File: src/rtl/mdio_frame_ctrl.sv
module mdio_frame_ctrl #(
  parameter int DIV_W    = 6,
  parameter int PREAMBLE = 32
) (
  input  logic        clk,
  input  logic        rst,
  input  logic        cs,
  input  logic        we,
  input  logic [1:0]  addr,
  input  logic [31:0] wdata,
  output logic [31:0] rdata,
  output logic        mdc,
  output logic        mdio_o,
  output logic        mdio_oe,
  input  logic        mdio_i,
  output logic        evt_done
);
  localparam int TOTAL  = PREAMBLE + 32;
  localparam int BW     = $clog2(TOTAL);
  localparam int LAST   = TOTAL - 1;
  localparam int RD_TA  = TOTAL - 18;
  localparam int RD_CAP = TOTAL - 16;

  logic [31:0]      data_q;
  logic             evt_q, mode_q, busy_q, mdc_q, mdo_q, oe_q;
  logic [DIV_W-1:0] div_q;
  logic [DIV_W:0]   cnt_q, half_m1;
  logic [BW-1:0]    bit_q, nb, fidx;
  logic             is_rd, tick, wr_data, start, nxt_mdo;

  assign is_rd   = data_q[29:28] == 2'b10;
  assign half_m1 = {div_q, 1'b0} - 1'b1;
  assign tick    = busy_q && (div_q != '0) && (cnt_q == half_m1);
  assign wr_data = cs && we && addr == 2'd0;
  assign start   = wr_data && !busy_q && mode_q;
  assign nb      = bit_q + 1'b1;
  assign fidx    = BW'(LAST) - nb;

  always_comb begin
    if (int'(nb) < PREAMBLE) nxt_mdo = 1'b1;
    else                     nxt_mdo = data_q[fidx[4:0]];
  end

  always_comb begin
    case (addr)
      2'd0:    rdata = data_q;
      2'd1:    rdata = {31'd0, evt_q};
      2'd2:    rdata = 32'({div_q, 1'b0});
      default: rdata = {31'd0, mode_q};
    endcase
  end

  always_ff @(posedge clk) begin
    if (rst) begin
      data_q <= '0; evt_q <= 1'b0; mode_q <= 1'b0; div_q <= '0;
      busy_q <= 1'b0; mdc_q <= 1'b0; mdo_q <= 1'b0; oe_q <= 1'b0;
      bit_q  <= '0; cnt_q <= '0;
    end else begin
      if (wr_data && !busy_q) data_q <= wdata;
      if (cs && we && addr == 2'd2) div_q <= wdata[DIV_W:1];
      if (cs && we && addr == 2'd3) mode_q <= wdata[0];

      if (tick && mdc_q && int'(bit_q) == LAST) evt_q <= 1'b1;
      else if (cs && we && addr == 2'd1 && wdata[0]) evt_q <= 1'b0;

      if (start) begin
        busy_q <= 1'b1; bit_q <= '0; cnt_q <= '0; mdc_q <= 1'b0;
        mdo_q  <= (PREAMBLE > 0) ? 1'b1 : wdata[31];
        oe_q   <= 1'b1;
      end else if (busy_q && div_q != '0) begin
        if (tick) begin
          cnt_q <= '0;
          mdc_q <= ~mdc_q;
          if (!mdc_q) begin
            if (is_rd && int'(bit_q) >= RD_CAP) data_q[15:0] <= {data_q[14:0], mdio_i};
          end else if (int'(bit_q) == LAST) begin
            busy_q <= 1'b0; oe_q <= 1'b0; mdo_q <= 1'b0;
          end else begin
            bit_q <= nb;
            mdo_q <= nxt_mdo;
            oe_q  <= !(is_rd && int'(nb) >= RD_TA);
          end
        end else begin
          cnt_q <= cnt_q + 1'b1;
        end
      end
    end
  end

  assign mdc      = mdc_q;
  assign mdio_o   = mdo_q;
  assign mdio_oe  = oe_q;
  assign evt_done = evt_q;
endmodule

File: config.mk
export PLATFORM = sky130hd
export DESIGN_NAME = mdio_frame_ctrl
export DESIGN_NICKNAME = d
export VERILOG_FILES = /design/src/rtl/mdio_frame_ctrl.sv
export SDC_FILE = /design/constraint.sdc
export NUM_CORES = 1
export LEC_CHECK = 0
export ABC_AREA = 1
export BUFFER_PORTS_ARGS = -buffer_cell sky130_fd_sc_hd__buf_2
export CELL_PAD_IN_SITES_DETAIL_PLACEMENT = 0
export CELL_PAD_IN_SITES_GLOBAL_PLACEMENT = 1
export CORE_MARGIN = 2
export CORE_UTILIZATION = 40
export DETAILED_ROUTE_END_ITERATION = 7
export PLACE_DENSITY_LB_ADDON = 0.1
export SLEW_MARGIN = 20
export SYNTH_ARGS = -nofsm -noshare
export SYNTH_HDL_FRONTEND = slang
export SYNTH_SLANG_ARGS = --single-unit
export TNS_END_PERCENT = 30
File: constraint.sdc
create_clock -name clk -period 2.7 [get_ports clk]
set_input_delay 0.405 -clock clk [delete_from_list [all_inputs] [get_ports clk]]
set_output_delay 0.405 -clock clk [all_outputs]
set_load 0.01 [all_outputs]
Yosys cells after proc, flatten, opt, wreduce, memory -nomap -nowiden
Index checks and enable logic that the tools add are counted.
W data, S select, Z words.
{"block": "op_classes", "reduce_logical": 28, "n_eq_ne": 6, "n_mux": 28, "magnitude_cmp": 4, "add_sub_neg": 4, "bitwise_logic": 2}
{"operator": "$mux W16", "n": 6}
{"operator": "$pmux W32 S3", "n": 1}
{"operator": "$mux W1", "n": 19}
{"operator": "$logic_and A1 B1 Y1", "n": 14}
{"operator": "$ge A6 B6 Y1 const B", "n": 2}
{"operator": "$reduce_bool A2 Y1", "n": 5}
{"operator": "$reduce_and A4 Y1", "n": 2}
{"operator": "$add A7 B1 Y7 const B", "n": 1}
{"operator": "$eq A7 B7 Y1", "n": 1}
{"operator": "$mux W7", "n": 1}
{"operator": "$sub A7 B1 Y7 const B", "n": 1}
{"operator": "$add A6 B1 Y6 const B", "n": 1}
{"operator": "$eq A2 B2 Y1 const B", "n": 3}
{"operator": "$eq A6 B1 Y1 const B", "n": 1}
{"operator": "$lt A5 B6 Y1 const B", "n": 1}
{"operator": "$lt A6 B6 Y1 const B", "n": 1}
{"operator": "$reduce_bool A6 Y1", "n": 1}
{"operator": "$bmux W1 S5", "n": 1}
{"operator": "$sub A5 B5 Y5 const A", "n": 1}
{"operator": "$reduce_and A3 Y1", "n": 1}
{"operator": "$eq A2 B1 Y1 const B", "n": 1}
{"operator": "$logic_not A1 Y1", "n": 2}
{"operator": "$logic_not A2 Y1", "n": 1}
{"operator": "$not A1 Y1", "n": 2}
{"operator": "other kinds (2)", "n": 2}
{"block": "word_totals", "in_bits": 39, "output_inout_bits": 36, "regBits": 57}

Logic depth before layout (Yosys ltp)
Gate-level depths: netlist of run 1.
{"block": "depth", "ltp_word": 10, "mapped_depth": 15}

Worst setup path after synthesis of run 1
No wires, ideal clock.
{"block": "synth_timing", "path_type": "reg2reg", "startpoint": "reg div_q[0]", "endpoint": "reg data_q[8]", "n_path_buf": 1, "arrival_time_ns": 1.701, "period_less_slack_ns": 1.829, "t_required_ns": 2.572, "setup_time_ns": 0.128, "path_stages_with_launch": 15, "setup_slack_ns": 0.871, "path_cell_list": "dfxtp_1 > inv_2 > ha_1 > inv_1 > nand2_1 > nand2_1 > nor2_2 > nand3_2 > nor2_4 > nand2_4 > inv_4 > nand2_4 > buf_6 > o21ai_1 > nor2_1"}
{"block": "synth_via", "elab_chain_cells": 6}
{"element": "from (decl)", "line": "26", "source": "logic [DIV_W-1:0] div_q;"}
{"element": "from (signal assigned)", "line": "60", "source": "if (cs && we && addr == 2'd2) div_q <= wdata[DIV_W:1];"}
{"element": "$sub A7 B1 Y7 / $reduce_bool A6 Y1 (equally long branches)", "line": "32, 33, 70"}
{"element": "$eq A7 B7 Y1 / $logic_and A1 B1 Y1 (equally long branches)", "line": "33, 70"}
{"element": "$logic_and A1 B1 Y1", "line": "33", "source": "assign tick = busy_q && (div_q != '0) && (cnt_q == half_m1);"}
{"element": "$mux W16", "line": "71", "source": "if (tick) begin"}
{"element": "$mux W16 *", "line": "70", "source": "end else if (busy_q && div_q != '0) begin"}
{"element": "$mux W16 *", "line": "66", "source": "if (start) begin"}
{"element": "to (signal assigned)", "line": "59", "source": "if (wr_data && !busy_q) data_q <= wdata;"}
{"element": "to (decl)", "line": "24", "source": "logic [31:0] data_q;"}
Mark *: on every way between the ends. The rest lies on a longest branch, timed or not.
A chain may end at the register's enable or synchronous reset.

Worst setup path in the final report of run 1
{"block": "layout_timing", "startpoint": "in addr[0]", "endpoint": "out rdata[6]"}
{"block": "layout_via", "elab_chain_cells": 2}
{"element": "from (decl)", "line": "9", "source": "input logic [1:0] addr,"}
{"element": "$eq A2 B2 Y1 (tied with other cells)", "line": "45", "source": "case (addr)"}
{"element": "$pmux W32 S3 *", "line": "45"}
{"element": "to (decl)", "line": "11", "source": "output logic [31:0] rdata,"}
Marked as above.

==> flow_summary.json, run 1 <==
{
  "rows": 33,
  "path_class": "primary input to output pin",
  "worstHoldStart": "mdio_i",
  "grt_max_degree": 51,
  "die_w_um": 94.88,
  "die_h_um": 94.88,
  "antenna_found_initial": 0,
  "cts_tree": "yes",
  "place_ws_ps": 610.4,
  "grt_pass1_wl_um": 14920,
  "cts_buffers": 9,
  "grt_setup_unrepaired": "no",
  "hold_class": "primary input to register",
  "synth_area_um2": 3303,
  "ctsResizeCount": 0,
  "fin_skew_ps": 5.959,
  "path_clk_slew_ps": 70,
  "r2r_start": "div_q[0]$_SDFFE_PP0P_",
  "arrival_ps": 1690,
  "ys.warnings.count": 0,
  "nets": 637,
  "worst_pin_slew_ps": 989.8,
  "ir_drop_mv": 0.1884,
  "maxSlewViolCount": 0,
  "wl_um": 9236,
  "start_util_pct": 40.82,
  "synth-main-ff-cell": "dfxtp_1",
  "fin_setup_tns_ps": 0,
  "ys_seq_area_share_pct": 34.55,
  "status": "complete, no violations",
  "start_kind": "primary input",
  "post_synth_main_area_contributors": "dfxtp_1, nand2_1, nor2_1",
  "yosys.area.top_type_share_pct": 34.55,
  "timing.rr.end": "data_q[10]$_SDFF_PP0_",
  "grt_pass1_vias": 3164,
  "drc": 0,
  "reg2reg_depth": 13,
  "syn_nets": 568,
  "place_congestion": 0.8375,
  "cts_setup_buffers": 0,
  "coreArea_um2": 8093,
  "holdBufCountCts": 0,
  "setup_ws_ps": 603.4,
  "avgRoutedWirePerCell_um": 13.12,
  "die_area_um2": 9001,
  "diodes": 0,
  "fill_cells": 877,
  "grtUsageTotal_pct": 21.36,
  "critPathRequiredTime_ps": 2300,
  "cts_buffer_depth": 2,
  "setup_viol": 0,
  "slew_headroom_pct": 33.94,
  "drt-vias-per-instance": 4.919,
  "htreeDepth": 3,
  "io_pins": 75,
  "hold_depth": 3,
  "reg2reg_slack_ps": 630,
  "async_flop_share_pct": 0,
  "yosysTopAreaCell": "dfxtp_1",
  "leakage_nw": 1.976,
  "final_hold_viol_count": 0,
  "critical_path.max_fanout": 32,
  "synth_area_per_cell_um2": 6.292,
  "maxCapViolCount": 0,
  "area_delta_synth_final_pct": 19.20,
  "cp-end-kind": "output pin",
  "power.density_nw_per_um2": 463.9,
  "cts_sinks": 57,
  "finalCriticalPeriod_ps": 2097,
  "ys_seq_elements": 57,
  "gr-total-overflow": 0,
  "finalCritPeriodShare_pct": 77.65,
  "vias": 3463,
  "fmax_mhz": 477.0,
  "clockRootBuffer": "clkbuf_8",
  "drt-pass1-iter-count": 5,
  "whs_endpoint": "data_q[0]$_SDFF_PP0_",
  "synth_edf_count": 0,
  "synthCells": 525,
  "hpwl_um": 6749,
  "portBuffers": 74,
  "drive_gt1_share_pct": 20.03,
  "ant_nets": 0,
  "fin_util_pct": 48.65,
  "synth_cell_types": 31,
  "first_iter_violations": 176,
  "insertion_delay_ps": 340
}
## cells in the final DEF, fill, tap and decap left out, types with 2 or more instances in the layout
cell      instances
inv_2             7
clkbuf_8         13
o21ai_0          32
nand3_2          11
o211ai_1          2
ha_1              4
nor2_1           70
buf_2            74
nand2_1         141
xor2_1            6
nand4_1           4
nor2_2            3
xnor2_1           2
nand3_1          43
buf_4             4
inv_1            60
nand2_4           2
a21oi_1          36
o21ai_1           8
nor3b_1           3
clkinv_2          2
dfxtp_1          57
o22ai_1           5
## cells in the mapped netlist, types with 2 or more instances
master / count
nor2_2: 3
buf_2: 6
o21ai_1: 8
nand4_1: 4
inv_2: 7
o21ai_0: 32
o211ai_1: 2
nand3_1: 43
nor2_1: 70
clkbuf_1: 13
nor3b_1: 3
xor2_1: 6
o22ai_1: 5
a21oi_1: 36
ha_1: 4
xnor2_1: 2
dfxtp_1: 57
nand2_1: 141
inv_1: 60
nand3_2: 11
nand2_4: 2
## report_power, final
group / internal (mW) / switching [mW] / leakage (nW)
Sequential: 0.859 / 0.00953 / 0.461
Clock: 0.431 / 0.355 / 0.102
Combinational: 0.0640 / 0.109 / 1.41
Total: 1.35 / 0.473 / 1.98
## area by class of cell
class	instances	area (µm²)	area share (%)
clock buffer	14	182.7	4.639
clock inverter	2	10.01	0.2542
inverter	69	261.5	6.641
multi-input combinational	379	1810	45.98
sequential	57	1141	28.98
tap	105	131.4	3.337
timing repair buffer	78	400.4	10.17
## flip-flops by register name (all words and copies together), names as in the netlist
| name | cells |
|---|---|
| cnt_q | 7 |
| evt_done | 1 |
| div_q | 6 |
| data_q | 32 |
| mode_q | 1 |
| mdio_oe | 1 |
| bit_q | 6 |
| busy_q | 1 |
| mdc | 1 |
| mdio_o | 1 |
## worst max path at each step
stage,endpoint,from,depth (start not counted)
after floorplan,data_q[8]$_SDFF_PP0_,div_q[0]$_SDFFE_PP0P_,14
after global placement,data_q[14]$_SDFF_PP0_,div_q[0]$_SDFFE_PP0P_,13
after detailed placement,data_q[14]$_SDFF_PP0_,div_q[0]$_SDFFE_PP0P_,13
after CTS,data_q[14]$_SDFF_PP0_,div_q[0]$_SDFFE_PP0P_,13
after global routing,data_q[14]$_SDFF_PP0_,div_q[0]$_SDFFE_PP0P_,13
final,rdata[6],addr[0],5
## metrics by stage
step	power [mW]	instance area, µm²	std cells	hold WS [ps]
after floorplan	0.9942	3303	525	448.8
after global placement	1.058	3745	688	464.4
after detailed placement	1.059	3745	688	472.9
after CTS	1.838	3938	704	282.7
after global routing	1.912	3938	704	291.1
final	1.827	3938	704	293.6
## cells by family after synthesis
| group | Yosys count | share of synthesized area (%) |
|---|---|---|
| adder cells (fa/ha/maj) | 4 | 1.515 |
| buffers and inverters | 89 | 10.64 |
| XOR/XNOR | 8 | 2.121 |
| AO/OA/AOI/OAI | 85 | 13.37 |
| flip-flops | 57 | 34.55 |
| AND/OR/NAND/NOR | 282 | 37.80 |
## per-layer routing
metal	global-route usage (%)	share of wire, %
met1	27.13	46
met5	0	0
met4	6.643	0.90
met3	5.587	6.0
met2	35.40	47
## worst max-delay path, stage by stage
cell and delay [ps]:
buf_2 140, nor2_1 60, inv_1 720, o21ai_0 180
buf_2 190
(Power assumes the default switching activity.)
==> run 2, diff against run 1 <==
--- a/config.mk
+++ b/config.mk
@@ -10,7 +10,7 @@
 export CELL_PAD_IN_SITES_DETAIL_PLACEMENT = 0
 export CELL_PAD_IN_SITES_GLOBAL_PLACEMENT = 1
 export CORE_MARGIN = 2
-export CORE_UTILIZATION = 40
+export CORE_UTILIZATION = 34
 export DETAILED_ROUTE_END_ITERATION = 7
 export PLACE_DENSITY_LB_ADDON = 0.1
 export SLEW_MARGIN = 20
==> constraint.sdc (replaced) <==
create_clock -name clk -period 1.7 [get_ports clk]
set_input_delay 0.255 -clock clk [delete_from_list [all_inputs] [get_ports clk]]
set_output_delay 0.255 -clock clk [all_outputs]
set_load 0.01 [all_outputs]
==> flow_summary.json, run 2 (synthesis results as in run 1) <==
{
  "status": "finished with violations",
  "violations": "setup timing",
  "crit_start": "div_q[0]$_SDFFE_PP0P_",
  "die_h_um": 102.6,
  "cts_sinks": 57,
  "start_kind": "register",
  "reg2reg_slack_ps": -20,
  "portBuffers": 74,
  "setup_ws_ps": -21.15,
  "die_w_um": 102.6,
  "maxCapViolCount": 0,
  "grt_setup_unrepaired": "yes",
  "path_class": "register to register",
  "leakage_nw": 2.131,
  "insertion_delay_ps": 340,
  "dpl.cell_count": 741,
  "nets": 670,
  "start_util_pct": 35.41,
  "pwr-share-comb_pct": 11.1,
  "finalPower_mw": 2.785,
  "largest_register_ffs": 32,
  "clockRootBuffer": "clkbuf_8",
  "ir_drop_mv": 0.2893,
  "grt_max_degree": 46,
  "fill_cells": 1033,
  "final_common_cell": "nand2_1",
  "rows": 35,
  "clkPwrFrac_pct": 39.3,
  "fin_skew_ps": 7.548,
  "io_pins": 75,
  "critPathRequiredTime_ps": 1950,
  "p_int_mw": 2.038,
  "reg_top3": "data_q: 32 flops, cnt_q: 7 flops",
  "place_ws_ps": -137.5,
  "cts_tree": "yes",
  "diodes": 0,
  "first_iter_violations": 120,
  "ant_nets": 0,
  "cts_buffer_depth": 2,
  "cts_buffers": 9,
  "grt_pass1_wl_um": 15750,
  "drt-vias-per-instance": 4.741,
  "hold_class": "primary input to register",
  "reg2reg_depth": 13,
  "slew_headroom_pct": 79.73,
  "area_delta_synth_final_pct": 31.74,
  "final_cell_mix": "nand2_1, buf_2, nor2_1, inv_1, dfxtp_1",
  "arrival_ps": 1970,
  "power.density_nw_per_um2": 639.9,
  "finalCriticalPeriod_ps": 1721,
  "vias": 3603,
  "antenna_found_initial": 0,
  "p_switching_uw": 746.4,
  "avgRoutedWirePerCell_um": 13.04,
  "critical_path.max_fanout": 7,
  "top_register": "data_q",
  "fmax_mhz": 581.0,
  "fin_util_pct": 46.65,
  "drt-pass1-iter-count": 4,
  "maxSlewViolCount": 0,
  "timing.rr.end": "data_q[9]$_SDFF_PP0_",
  "worstHoldStart": "mdio_i",
  "cp-end-kind": "register",
  "grtUsageTotal_pct": 19.18,
  "worst_pin_slew_ps": 303.6,
  "p_seq_share_pct": 49.6,
  "setup_viol": 3,
  "gr-total-overflow": 0,
  "grt_pass1_vias": 3348,
  "htreeDepth": 3,
  "final_cells": 760,
  "final_hold_viol_count": 0,
  "finalCritPeriodShare_pct": 101.2,
  "place_congestion": 0.8476,
  "crit_path_end": "data_q[9]$_SDFF_PP0_",
  "p_sw_share_pct": 26.80,
  "drc": 0,
  "hpwl_um": 7379,
  "drive_gt1_share_pct": 27.26,
  "die_area_um2": 10520,
  "path_clk_slew_ps": 70,
  "coreArea_um2": 9328,
  "wl_um": 9908,
  "r2r_start": "div_q[0]$_SDFFE_PP0P_"
}
## run 2: worst max-delay path, stage by stage (launching register included)
cell and delay (ps):
dfxtp_2 350, inv_4 50, ha_4 260, inv_2 30
nand2_1 50, nand2_1 60, nor2_2 80, nand3_2 80
nor2_4 180, nand2_4 100, clkinv_8 90, nand2_8 70
nand2_1 50, nor3b_1 180
## run 2: per-stage QoR
step                instance area, µm²  hold slack (ps)  setup TNS (ps)
floorplan                         3324            331.1          -373.4
global placement                  4035            466.1           -1164
detailed placement                4035            476.8           -2033
CTS                               4282            128.0          -95.33
global route                      4352            151.7           -2696
finish                            4352            139.7          -27.87
## run 2: worst min-delay path by stage
stage	cells past startpoint	endpoint	slack [ps]
after global routing	3	data_q[0]$_SDFF_PP0_	150
after global placement	2	data_q[21]$_SDFFE_PP0N_	470
after floorplan	1	data_q[9]$_SDFF_PP0_	330
after CTS	3	data_q[0]$_SDFF_PP0_	130
final	3	data_q[0]$_SDFF_PP0_	140
after detailed placement	2	bit_q[5]$_SDFFE_PP0P_	480
## run 2: power groups by stage
stage               Sequential, mW  Combinational (mW)  Clock (mW)
floorplan                     1.41               0.176           0
global placement              1.41               0.299           0
detailed placement            1.41               0.298           0
CTS                           1.38               0.301        1.14
global route                  1.38               0.345        1.21
finish                        1.38               0.309        1.10
## run 2: final cells by class
cell class	count	area, µm²	share of cell area [%]
clock buffers	11	141.4	3.249
well taps	129	161.4	3.709
flip-flops and latches	57	1145	26.31
multi-input cells	381	1932	44.39
clock inverters	4	20.02	0.4600
inverters	69	277.8	6.383
repair buffers	109	674.4	15.50
## run 2: repair_timing
item	in CTS	in global routing
buffers inserted	2	0
cloned	2	0
hold buffers	0	0
setup endpoints to repair	28	32
pin swaps	2	1
resized for setup	7	20
## run 2: routing by layer
metal | GRT usage [%] | vias up | routed length [µm]
met3 | 4.136 | 8 | 461
met4 | 5.744 | 0 | 90
li1 | - | 1869 | -
met1 | 25.10 | 1645 | 4763
met5 | 0 | - | 0
met2 | 31.77 | 81 | 4593
==> run 3, diff against run 2 <==
--- a/config.mk
+++ b/config.mk
@@ -10,7 +10,8 @@
 export CELL_PAD_IN_SITES_DETAIL_PLACEMENT = 0
 export CELL_PAD_IN_SITES_GLOBAL_PLACEMENT = 1
 export CORE_MARGIN = 2
-export CORE_UTILIZATION = 34
+export CORE_UTILIZATION = 35
+export CTS_BUF_LIST = sky130_fd_sc_hd__clkbuf_8
 export DETAILED_ROUTE_END_ITERATION = 7
 export PLACE_DENSITY_LB_ADDON = 0.1
 export SLEW_MARGIN = 20
==> flow_summary.json, run 3 (synthesis results as in run 1) <==
{
  "maxSlewViolCount": 0,
  "htreeDepth": 3,
  "drive_gt1_share_pct": 29.00,
  "r2r_start": "div_q[0]$_SDFFE_PP0P_",
  "drc": 0,
  "reg2reg_slack_ps": -40,
  "status": "finished with violations",
  "reg2reg_depth": 13,
  "hold_class": "primary input to register",
  "crit_start": "div_q[0]$_SDFFE_PP0P_",
  "area_delta_synth_final_pct": 32.92,
  "clkPwrFrac_pct": 44.8,
  "cts_sinks": 57,
  "power.density_nw_per_um2": 697.8,
  "timing.rr.end": "data_q[7]$_SDFF_PP0_",
  "hpwl_um": 7306,
  "grt_pass1_wl_um": 15550,
  "worst_pin_slew_ps": 303.3,
  "ir_drop_mv": 0.3103,
  "final_hold_viol_count": 0,
  "grt_setup_unrepaired": "yes",
  "p_seq_share_pct": 45.0,
  "critPathRequiredTime_ps": 1930,
  "coreArea_um2": 9196,
  "die_h_um": 101.1,
  "start_util_pct": 35.92,
  "path_clk_slew_ps": 70,
  "start_kind": "register",
  "first_iter_violations": 177,
  "die_area_um2": 10230,
  "crit_path_end": "data_q[7]$_SDFF_PP0_",
  "rows": 35,
  "holdBufCountCts": 0,
  "wl_um": 9833,
  "vias": 3528,
  "antenna_found_initial": 0,
  "avgRoutedWirePerCell_um": 13.25,
  "insertion_delay_ps": 340,
  "arrival_ps": 1970,
  "portBuffers": 74,
  "final_cell_mix": "nand2_1, buf_2, nor2_1, inv_1, dfxtp_1",
  "drt-vias-per-instance": 4.755,
  "path_class": "register to register",
  "largest_register_ffs": 32,
  "ant_nets": 0,
  "finalPower_mw": 3.064,
  "cp-end-kind": "register",
  "setup_viol": 4,
  "gr-total-overflow": 0,
  "fin_util_pct": 47.74,
  "cts_tree": "yes",
  "setup_ws_ps": -36.91,
  "p_switching_uw": 764.7,
  "placed_area_um2": 3985,
  "p_sw_share_pct": 24.96,
  "place_ws_ps": -116.9,
  "fmax_mhz": 575.7,
  "die_w_um": 101.1,
  "io_pins": 75,
  "finalCriticalPeriod_ps": 1737,
  "fin_skew_ps": 10.71,
  "cts_buffer_depth": 2,
  "place_congestion": 0.8352,
  "violations": "setup timing",
  "cts_buffers": 9,
  "reg_top3": "data_q: 32 flops, cnt_q: 7 flops",
  "nets": 669,
  "maxCapViolCount": 0,
  "pwr-share-comb_pct": 10.1,
  "slew_headroom_pct": 79.76,
  "clockRootBuffer": "clkbuf_8",
  "final_area_um2": 4390,
  "grt_max_degree": 51,
  "grtUsageTotal_pct": 19.33,
  "critical_path.max_fanout": 14,
  "grt_pass1_vias": 3243,
  "final_common_cell": "nand2_1",
  "diodes": 0,
  "p_int_mw": 2.299,
  "top_register": "data_q",
  "drt-pass1-iter-count": 4,
  "leakage_nw": 2.148,
  "finalCritPeriodShare_pct": 102.2
}
==> run 3: changes by cell type in the layout (fill, tap and decap cells not counted), sizes merged <==
cell / delta
bufinv: +2
inv: +1
clkbuf: -2
clkinvlp: +1
clkinv: -1
buf: -1
==> run 3: how the worst min path moves through the flow <==
stage | from | endpoint | slack, ps | cells after the start
5_1_grt | mdio_i | data_q[0]$_SDFF_PP0_ | 130 | 3
2_1_floorplan | rst | data_q[9]$_SDFF_PP0_ | 330 | 1
4_1_cts | mdio_i | data_q[0]$_SDFF_PP0_ | 130 | 3
3_5_place_dp | data_q[17]$_SDFFE_PP0N_ | data_q[17]$_SDFFE_PP0N_ | 470 | 2
3_3_place_gp | data_q[22]$_SDFFE_PP0N_ | data_q[22]$_SDFFE_PP0N_ | 460 | 2
6_report | mdio_i | data_q[0]$_SDFF_PP0_ | 140 | 3
==> run 3: area by class of cell <==
class | count | area (µm²)
inverter | 69 | 280.3
tap | 111 | 138.9
clock buffer | 9 | 123.9
sequential | 57 | 1144
multi-input combinational | 381 | 1968
fill | 978 | 4806
timing repair buffer | 108 | 649.4
clock inverter | 7 | 86.33
==> run 3: per-layer routing <==
| layer | up-vias | routed length, µm | global-route usage [%] |
|---|---|---|---|
| met4 | 0 | 129 | 6.653 |
| met1 | 1568 | 4673 | 25.72 |
| li1 | 1874 | - | - |
| met2 | 75 | 4566 | 31.84 |
| met3 | 11 | 463 | 3.175 |
| met5 | - | 0 | 0 |
==> run 3: power by group through the flow <==
stage,registers [mW],logic (mW),clock network (mW)
2_1_floorplan,1.41,0.176,0
3_3_place_gp,1.41,0.295,0
3_5_place_dp,1.41,0.297,0
4_1_cts,1.38,0.299,1.41
5_1_grt,1.38,0.351,1.45
6_report,1.38,0.310,1.37
==> run 3: worst max-delay path, stage by stage, from the launching register on <==
cell and delay (ps):
dfxtp_2 350, inv_4 50, ha_4 260, inv_2 30, nand2_2 60, nand2_2 40, nor2_2 80, nand3_2 80
nor2_4 200, nand2_4 100, clkinv_8 90, nand2_8 100, nor2_1 130, nor2_1 60
==> run 3: through the flow <==
| stage | instances | hold slack, ps | TNS, ps |
|---|---|---|---|
| 2_1_floorplan | 525 | 331.1 | -373.4 |
| 6_report | 742 | 135.6 | -46.37 |
| 3_5_place_dp | 721 | 472.9 | -1340 |
| 5_1_grt | 742 | 134.8 | -2975 |
| 3_3_place_gp | 721 | 462.3 | -665.5 |
| 4_1_cts | 738 | 128.4 | -100.2 |
==> run 3: timing repair <==
item,4_1_cts,5_1_grt
resized for setup,4,37
endpoints found under the setup margin,29,32
cloned,1,1
pin swaps,2,5
buffers inserted,0,3
